## src/rtl/ztsram_pkg.sv

```systemverilog
`timescale 1ns/1ps
package ztsram_pkg;

  typedef enum logic {
    KIND_READ  = 1'b0,
    KIND_WRITE = 1'b1
  } xfer_kind_e;

  typedef enum logic {
    ORDER_LINEAR      = 1'b0,
    ORDER_INTERLEAVED = 1'b1
  } burst_order_e;

endpackage

```

## src/rtl/ztsram_cmd.sv

```systemverilog
`timescale 1ns/1ps
module ztsram_cmd
  import ztsram_pkg::*;
#(
  parameter int ADDR_W = 6,
  parameter int BEAT_W = 2,
  parameter int CS_NUM = 3,
  parameter int LANES  = 2
) (
  input  logic              clk,
  input  logic              rst_n,
  input  logic              en,
  input  logic [CS_NUM-1:0] cs_n,
  input  logic              adv,
  input  logic              we_n,
  input  logic [LANES-1:0]  bw_n,
  input  logic              order,
  input  logic [ADDR_W-1:0] addr,
  output logic              sel_o,
  output xfer_kind_e        kind_o,
  output logic [ADDR_W-1:0] addr_o,
  output logic [LANES-1:0]  bw_n_o
);

  localparam int UPPER_W = ADDR_W - BEAT_W;

  logic              sel_q, sel_d;
  xfer_kind_e        kind_q, kind_d;
  logic [ADDR_W-1:0] base_q, base_d;
  logic [BEAT_W-1:0] beat_q, beat_d;
  burst_order_e      order_q, order_d;
  logic [LANES-1:0]  bw_q, bw_d;
  logic [BEAT_W-1:0] low_bits;

  // next-state: fresh command or burst continuation
  always_comb begin
    sel_d   = sel_q;
    kind_d  = kind_q;
    base_d  = base_q;
    beat_d  = beat_q;
    order_d = order_q;
    bw_d    = bw_q;
    if (en) begin
      if (adv) begin
        if (sel_q) begin
          beat_d = beat_q + 1'b1;
          bw_d   = bw_n;
        end
      end else begin
        sel_d   = ~|cs_n;
        kind_d  = we_n ? KIND_READ : KIND_WRITE;
        base_d  = addr;
        beat_d  = '0;
        order_d = order ? ORDER_INTERLEAVED : ORDER_LINEAR;
        bw_d    = bw_n;
      end
    end
  end

  always_ff @(posedge clk or negedge rst_n) begin
    if (!rst_n) begin
      sel_q   <= 1'b0;
      kind_q  <= KIND_READ;
      base_q  <= '0;
      beat_q  <= '0;
      order_q <= ORDER_LINEAR;
      bw_q    <= '1;
    end else begin
      sel_q   <= sel_d;
      kind_q  <= kind_d;
      base_q  <= base_d;
      beat_q  <= beat_d;
      order_q <= order_d;
      bw_q    <= bw_d;
    end
  end

  // beat address: linear wrap or XOR sequence
  always_comb begin
    if (order_q == ORDER_INTERLEAVED) low_bits = base_q[BEAT_W-1:0] ^ beat_q;
    else                              low_bits = base_q[BEAT_W-1:0] + beat_q;
  end

  generate
    if (UPPER_W > 0) begin : g_upper
      assign addr_o = {base_q[ADDR_W-1:BEAT_W], low_bits};
    end else begin : g_no_upper
      assign addr_o = low_bits;
    end
  endgenerate

  assign sel_o  = sel_q;
  assign kind_o = kind_q;
  assign bw_n_o = bw_q;

  // a stalled edge leaves the command state untouched
  a_r8_stall_holds_cmd: assert property (@(posedge clk) disable iff (!rst_n)
    !en |=> $stable(sel_q) && $stable(base_q) && $stable(beat_q) && $stable(kind_q));

  // burst continue while deselected stays deselected
  a_r7_adv_keeps_deselect: assert property (@(posedge clk) disable iff (!rst_n)
    en && adv && !sel_q |=> !sel_q);

  // a beat steps the counter and keeps the start address
  a_r5_beat_steps: assert property (@(posedge clk) disable iff (!rst_n)
    en && adv && sel_q |=> $stable(base_q) && $stable(kind_q)
                         && beat_q == BEAT_W'($past(beat_q) + 1'b1));

endmodule

```

## src/rtl/ztsram_wbuf.sv

```systemverilog
`timescale 1ns/1ps
module ztsram_wbuf #(
  parameter int ADDR_W = 6,
  parameter int LANES  = 2,
  parameter int LANE_W = 9,
  localparam int WORD_W = LANES * LANE_W
) (
  input  logic              clk,
  input  logic              rst_n,
  input  logic              en,
  input  logic              cmd_write,
  input  logic [ADDR_W-1:0] cmd_addr,
  input  logic [LANES-1:0]  cmd_bw_n,
  input  logic [WORD_W-1:0] wdata,
  input  logic [WORD_W-1:0] mem_rword,
  output logic              mem_we,
  output logic [ADDR_W-1:0] mem_waddr,
  output logic [LANES-1:0]  mem_wlane_n,
  output logic [WORD_W-1:0] mem_wword,
  output logic [WORD_W-1:0] rd_word
);

  logic              pv_q, pv_d;
  logic [ADDR_W-1:0] pa_q, pa_d;
  logic [LANES-1:0]  pbw_q, pbw_d;
  logic [WORD_W-1:0] pd_q, pd_d;
  logic              hit;

  // a registered write takes the bus data at the next enabled edge
  always_comb begin
    pv_d  = pv_q;
    pa_d  = pa_q;
    pbw_d = pbw_q;
    pd_d  = pd_q;
    if (en) begin
      pv_d = cmd_write;
      if (cmd_write) begin
        pa_d  = cmd_addr;
        pbw_d = cmd_bw_n;
        pd_d  = wdata;
      end
    end
  end

  always_ff @(posedge clk or negedge rst_n) begin
    if (!rst_n) begin
      pv_q  <= 1'b0;
      pa_q  <= '0;
      pbw_q <= '1;
      pd_q  <= '0;
    end else begin
      pv_q  <= pv_d;
      pa_q  <= pa_d;
      pbw_q <= pbw_d;
      pd_q  <= pd_d;
    end
  end

  // commit the held word on the next enabled edge
  assign mem_we      = en && pv_q;
  assign mem_waddr   = pa_q;
  assign mem_wlane_n = pbw_q;
  assign mem_wword   = pd_q;

  // forward uncommitted lanes to a read of the same word
  assign hit = pv_q && (pa_q == cmd_addr);

  generate
    for (genvar l = 0; l < LANES; l++) begin : g_fwd
      assign rd_word[l*LANE_W +: LANE_W] = (hit && !pbw_q[l]) ? pd_q[l*LANE_W +: LANE_W]
                                                              : mem_rword[l*LANE_W +: LANE_W];
    end
  endgenerate

  // a write command leads to a captured word one enabled edge later
  a_r1_data_captured: assert property (@(posedge clk) disable iff (!rst_n)
    en && cmd_write |=> pv_q && pd_q == $past(wdata));

  // a stall keeps the pending write and its data
  a_r8_pending_kept: assert property (@(posedge clk) disable iff (!rst_n)
    !en && pv_q |=> pv_q && $stable(pa_q) && $stable(pd_q) && $stable(pbw_q));

endmodule

```

## src/rtl/ztsram_array.sv

```systemverilog
`timescale 1ns/1ps
module ztsram_array #(
  parameter int ADDR_W = 6,
  parameter int LANES  = 2,
  parameter int LANE_W = 9,
  localparam int DEPTH  = 1 << ADDR_W,
  localparam int WORD_W = LANES * LANE_W
) (
  input  logic              clk,
  input  logic              we,
  input  logic [ADDR_W-1:0] waddr,
  input  logic [LANES-1:0]  wlane_n,
  input  logic [WORD_W-1:0] wword,
  input  logic [ADDR_W-1:0] raddr,
  output logic [WORD_W-1:0] rword
);

  generate
    for (genvar l = 0; l < LANES; l++) begin : g_lane
      logic [LANE_W-1:0] cells [DEPTH];

      always_ff @(posedge clk) begin
        if (we && !wlane_n[l]) begin
          cells[waddr] <= wword[l*LANE_W +: LANE_W];
        end
      end

      assign rword[l*LANE_W +: LANE_W] = cells[raddr];
    end
  endgenerate

endmodule

```

## src/rtl/ztsram_core.sv

```systemverilog
`timescale 1ns/1ps
module ztsram_core
  import ztsram_pkg::*;
#(
  parameter int ADDR_W = 6,
  parameter int LANES  = 2,
  parameter int LANE_W = 9,
  parameter int BEAT_W = 2,
  parameter int CS_NUM = 3,
  localparam int WORD_W = LANES * LANE_W
) (
  input  logic              clk,
  input  logic              rst_n,
  input  logic              clk_en_n,
  input  logic [CS_NUM-1:0] chip_sel_n,
  input  logic              adv,
  input  logic              we_n,
  input  logic [LANES-1:0]  byte_we_n,
  input  logic              order_ilv,
  input  logic [ADDR_W-1:0] addr,
  input  logic [WORD_W-1:0] wdata,
  input  logic              oe_n,
  output logic [WORD_W-1:0] rdata,
  output logic              rvalid
);

  logic              rst_meta_n, rst_sync_n;
  logic              en;
  logic              sel;
  xfer_kind_e        kind;
  logic [ADDR_W-1:0] cur_addr;
  logic [LANES-1:0]  cur_bw_n;
  logic              mem_we;
  logic [ADDR_W-1:0] mem_waddr;
  logic [LANES-1:0]  mem_wlane_n;
  logic [WORD_W-1:0] mem_wword;
  logic [WORD_W-1:0] mem_rword;
  logic [WORD_W-1:0] rd_word;
  logic              drive;

  // reset: asserted at once, released on the clock
  always_ff @(posedge clk or negedge rst_n) begin
    if (!rst_n) begin
      rst_meta_n <= 1'b0;
      rst_sync_n <= 1'b0;
    end else begin
      rst_meta_n <= 1'b1;
      rst_sync_n <= rst_meta_n;
    end
  end

  assign en = !clk_en_n;

  ztsram_cmd #(
    .ADDR_W (ADDR_W),
    .BEAT_W (BEAT_W),
    .CS_NUM (CS_NUM),
    .LANES  (LANES)
  ) i_cmd (
    .clk    (clk),
    .rst_n  (rst_sync_n),
    .en     (en),
    .cs_n   (chip_sel_n),
    .adv    (adv),
    .we_n   (we_n),
    .bw_n   (byte_we_n),
    .order  (order_ilv),
    .addr   (addr),
    .sel_o  (sel),
    .kind_o (kind),
    .addr_o (cur_addr),
    .bw_n_o (cur_bw_n)
  );

  ztsram_wbuf #(
    .ADDR_W (ADDR_W),
    .LANES  (LANES),
    .LANE_W (LANE_W)
  ) i_wbuf (
    .clk         (clk),
    .rst_n       (rst_sync_n),
    .en          (en),
    .cmd_write   (sel && (kind == KIND_WRITE)),
    .cmd_addr    (cur_addr),
    .cmd_bw_n    (cur_bw_n),
    .wdata       (wdata),
    .mem_rword   (mem_rword),
    .mem_we      (mem_we),
    .mem_waddr   (mem_waddr),
    .mem_wlane_n (mem_wlane_n),
    .mem_wword   (mem_wword),
    .rd_word     (rd_word)
  );

  ztsram_array #(
    .ADDR_W (ADDR_W),
    .LANES  (LANES),
    .LANE_W (LANE_W)
  ) i_array (
    .clk     (clk),
    .we      (mem_we),
    .waddr   (mem_waddr),
    .wlane_n (mem_wlane_n),
    .wword   (mem_wword),
    .raddr   (cur_addr),
    .rword   (mem_rword)
  );

  // output stage: oe_n acts without a clock
  assign drive  = sel && (kind == KIND_READ) && !oe_n;
  assign rvalid = drive;
  assign rdata  = drive ? rd_word : '0;

  // no drive while the internal reset is held
  always_comb begin
    if (!rst_sync_n) begin
      a_r11_quiet_in_reset: assert (!rvalid);
    end
  end

  // a high output enable blanks the port
  a_r10_oe_blanks: assert property (@(posedge clk) disable iff (!rst_sync_n)
    oe_n |-> !rvalid && rdata == '0);

  // a fresh deselecting command stops the drive after the edge
  a_r9_deselect_quiet: assert property (@(posedge clk) disable iff (!rst_sync_n)
    en && !adv && (|chip_sel_n) |=> !rvalid);

endmodule

```

## config.mk

```make
export PLATFORM = sky130hd
export DESIGN_NAME = ztsram_core
export DESIGN_NICKNAME = d
export VERILOG_FILES = /design/src/rtl/ztsram_pkg.sv /design/src/rtl/ztsram_cmd.sv /design/src/rtl/ztsram_wbuf.sv /design/src/rtl/ztsram_array.sv /design/src/rtl/ztsram_core.sv
export SDC_FILE = /design/constraint.sdc
export NUM_CORES = 1
export LEC_CHECK = 0
export ABC_CLOCK_PERIOD_IN_PS = 6450
export BUFFER_PORTS_ARGS = -buffer_cell sky130_fd_sc_hd__buf_4
export CAP_MARGIN = 10
export CORE_MARGIN = 4
export CORE_UTILIZATION = 50
export CTS_CLUSTER_SIZE = 14
export DETAILED_ROUTE_END_ITERATION = 10
export GPL_TIMING_DRIVEN = 0
export PLACE_DENSITY_LB_ADDON = 0.1
export SETUP_SLACK_MARGIN = 0.3
export SYNTH_ARGS = -nofsm -noshare
export SYNTH_HDL_FRONTEND = slang
export SYNTH_HIERARCHICAL = 1
export SYNTH_SLANG_ARGS = --single-unit
```

## constraint.sdc

```tcl
create_clock -name clk -period 6.45 [get_ports clk]
set_input_delay 0.645 -clock clk [delete_from_list [all_inputs] [get_ports clk]]
set_output_delay 0.645 -clock clk [all_outputs]
set_load 0.02 [all_outputs]
```

==> results.json <==
{
  "outcome": "completed",
  "clockBufferDepth": 3,
  "synth-main-ff-cell": "edfxtp_1",
  "diodes": 0,
  "maxCapViolations": 0,
  "worstMarginPinSlew_ps": 1240,
  "max_slew_margin_pct": 17.1,
  "path_clk_slew_ps": 60,
  "r2r_cells": 6,
  "numCtsBuffers": 116,
  "startpoint": "i_cmd/beat_q[0]$_DFFE_PN0P_",
  "syn_to_final_growth_pct": 12.9,
  "synth-edff-count": 1152,
  "io_pins": 55,
  "peakVddDrop_mv": 0.348,
  "cp-start-kind": "flop",
  "cp_cell_sequence": "ha_1, nor2b_1, xnor2_1, buf_2, buf_2, buf_2, buf_2, mux4_2, mux2i_1, a221oi_1, o21ai_1, o31ai_1, mux2_2, nor4bb_2, buf_4",
  "setup_tns_ps": 0,
  "hold_viol_final": 0,
  "route.detailed.drc": 0,
  "yosysWarnings": 6,
  "start_util_pct": 50.8,
  "final_cell_mix": "1,152 x edfxtp_1, 305 x mux4_2, 140 x nor2_1",
  "rsz0062_at_grt": "false",
  "clock_latency_ps": 690,
  "power.leakage_nw": 16.9,
  "maxSlewViolCount": 0,
  "cts-root-buf": "clkbuf_16",
  "path_buf_inv": 5,
  "drt_iter0_markers": 2925,
  "max_freq_mhz": 166,
  "gr-total-overflow": 0,
  "grt_max_degree": 54,
  "gp_congestion": 0.875,
  "first_pass_iters": 5,
  "cp.required_ps": 5800,
  "critPathCaptureType": "output port",
  "place_inst": 3458,
  "worstReg2RegStart": "i_wbuf/mem_waddr[0]$_DFFE_PN0P_",
  "ys_async_sr_fraction_pct": 3.52,
  "finalSetupViolations": 0,
  "crit_path_end": "rdata[12]",
  "die_x_um": 314,
  "crit_type": "flop to output port",
  "ys_ff_latch": 1194,
  "reg2reg_to": "i_array/g_lane[1].cells[49][7]$_DFFE_PP_",
  "hold_ws_ps": 142,
  "finish.utilization_pct": 57.3,
  "cp_max_fo": 10,
  "period_needed_ps": 6030,
  "antenna_found_initial": 2,
  "core_sq_um": 92200,
  "netlist_area_sq_um": 46800,
  "finalNonFillerCells": 3665,
  "io_buffers": 54,
  "vias": 23330,
  "crit_arrival_ps": 5380,
  "viasPerCell": 6.37,
  "finalCritPeriodShare_pct": 93.4,
  "final_common_cell": "edfxtp_1",
  "fin_nets": 2371,
  "dieHeight_um": 314,
  "p_total_mw": 21.3,
  "dieArea_sq_um": 98600,
  "track_usage_pct": 25.5,
  "power.density_nw_per_um2": 404,
  "crit_top_cell": "buf_2",
  "clock_skew_ps": 22.5,
  "final_layout_size_suffix_gt1_share_pct": 29.9,
  "syn_inst": 2142,
  "r2r_slack_ps": 2770,
  "grt_pass1_wl_mm": 176,
  "syn_area_per_cell_sq_um": 21.9,
  "cp.depth": 15,
  "ys_seq_area_share_pct": 76.1,
  "grt_pass1_vias": 23494,
  "wirelength_mm": 124,
  "numClockSinks": 1194,
  "max_stage_delay_ps": 510,
  "synthDistinctLibCells": 50,
  "cts_tree": "done",
  "wl_per_cell_um": 33.9,
  "htree_num_levels": 3,
  "hp-class": "primary input to flop",
  "syn_nets": 2179,
  "crit_slowest_cell": "a221oi_1",
  "dp_hpwl_mm": 83.3,
  "crit_family": "buffers and inverters",
  "placementRows": 111,
  "antenna_left": 0
}
## cell families (layout without fill, tap and decap cells)
family          count (synthesis)  after routing  synth area share [%]
mux                           424            424                  17.4
buf+inv                       140            420                  1.56
flops                        1194           1194                  76.1
fa+ha+maj                       1              1                0.0267
simple gates                  248            248                  2.77
xor+xnor                        8              8                 0.150
other cells                     1              1               0.00801
compound gates                126            126                  1.93
## metal layers
metal	vias to the layer above	track usage, %	share of wire (%)
li1	9374	-	-
met1	12511	38.3	42
met2	1248	38.9	46
met3	197	4.88	9.9
met4	0	7.14	2.7
met5	-	0	0
## timing repair
action	in CTS	in global routing
setup endpoints to repair	3	4
buffers inserted	0	0
gates resized for setup	4	4
endpoints found under the hold margin	2	0
hold buffers	1	0
## per-stage QoR
step           instance area, sq um  setup WS, ps
2_1_floorplan                 46800          2710
5_1_grt                       52800           387
3_5_place_dp                  49200           969
4_1_cts                       52800           249
3_3_place_gp                  48800           916
6_report                      52800           425
## worst min-delay path by stage
stage / from / end / slack, ps / cells after the start
6_report: chip_sel_n[2] / i_cmd/sel_o$_DFFE_PN0P_ / 140 / 2
5_1_grt: chip_sel_n[2] / i_cmd/sel_o$_DFFE_PN0P_ / 120 / 2
4_1_cts: chip_sel_n[2] / i_cmd/sel_o$_DFFE_PN0P_ / 90 / 2
3_5_place_dp: rst_meta_n$_DFF_PN0_ / rst_sync_n$_DFF_PN0_ / 340 / 0
3_3_place_gp: rst_meta_n$_DFF_PN0_ / rst_sync_n$_DFF_PN0_ / 340 / 0
2_1_floorplan: rst_meta_n$_DFF_PN0_ / rst_sync_n$_DFF_PN0_ / 330 / 0
## layout make-up
| class | instances | area [sq um] |
|---|---|---|
| buffer | 123 | 674 |
| tap | 1243 | 1560 |
| sequential | 1194 | 35700 |
| fill | 6891 | 39400 |
| timing repair buffer | 74 | 826 |
| multi-input combinational | 808 | 10500 |
| clock buffer | 155 | 3180 |
| inverter | 17 | 63.8 |
| clock inverter | 51 | 402 |
## power breakdown
part | total (mW) | internal, mW | switching, mW
combinational | 5.12 | 2.01 | 3.11
sequential | 9.80 | 9.34 | 0.458
clock | 6.42 | 3.64 | 2.78
total | 21.3 | 15.0 | 6.34
## cells in the mapped netlist, types with 6 or more instances
master    count  area, sq um
nor3_1        6         30.0
buf_6         9          101
buf_2        42          210
o21ai_0      13         65.1
nand3b_1     10         75.1
and4bb_2      9          113
a211oi_1     17          128
nand2_1      31          116
nand3_1       8         40.0
o21ai_1      14         70.1
mux2_2       48          541
a31oi_1       6         37.5
buf_1        11         41.3
clkbuf_1     38          143
nor4bb_2      8          130
a221oi_1     14          123
mux4_2      305         6870
dfrtp_1      38          951
a22oi_1      17          128
o221ai_1     18          158
o31ai_1      14          105
inv_1        15         56.3
edfxtp_1   1152        34600
nor2_1      140          526
nor2b_1      17          106
buf_4        23          173
mux2i_1      65          651
mux2_4        6         90.1
xor2_1        6         52.6
## state kept, by name, indices dropped and copies added, names as in the netlist
name and cells:
i_array/g_lane.cells 1152, i_cmd/base_q 6, i_cmd/beat_q 2, i_cmd/bw_n_o 2, i_cmd/kind_o 1, i_cmd/order_q 1
i_cmd/sel_o 1, i_wbuf/mem_waddr 6, i_wbuf/mem_wlane_n 2, i_wbuf/mem_wword 18, i_wbuf/pv_q 1, rst_meta_n 1
rst_sync_n 1
## worst register-to-register path: stages, from the launching register on
cell,delay [ps]
dfrtp_1,390
clkbuf_1,260
or3b_2,470
clkbuf_1,450
inv_1,160
nand2_1,460
nor2_1,1080
(Power assumes the default switching activity.)
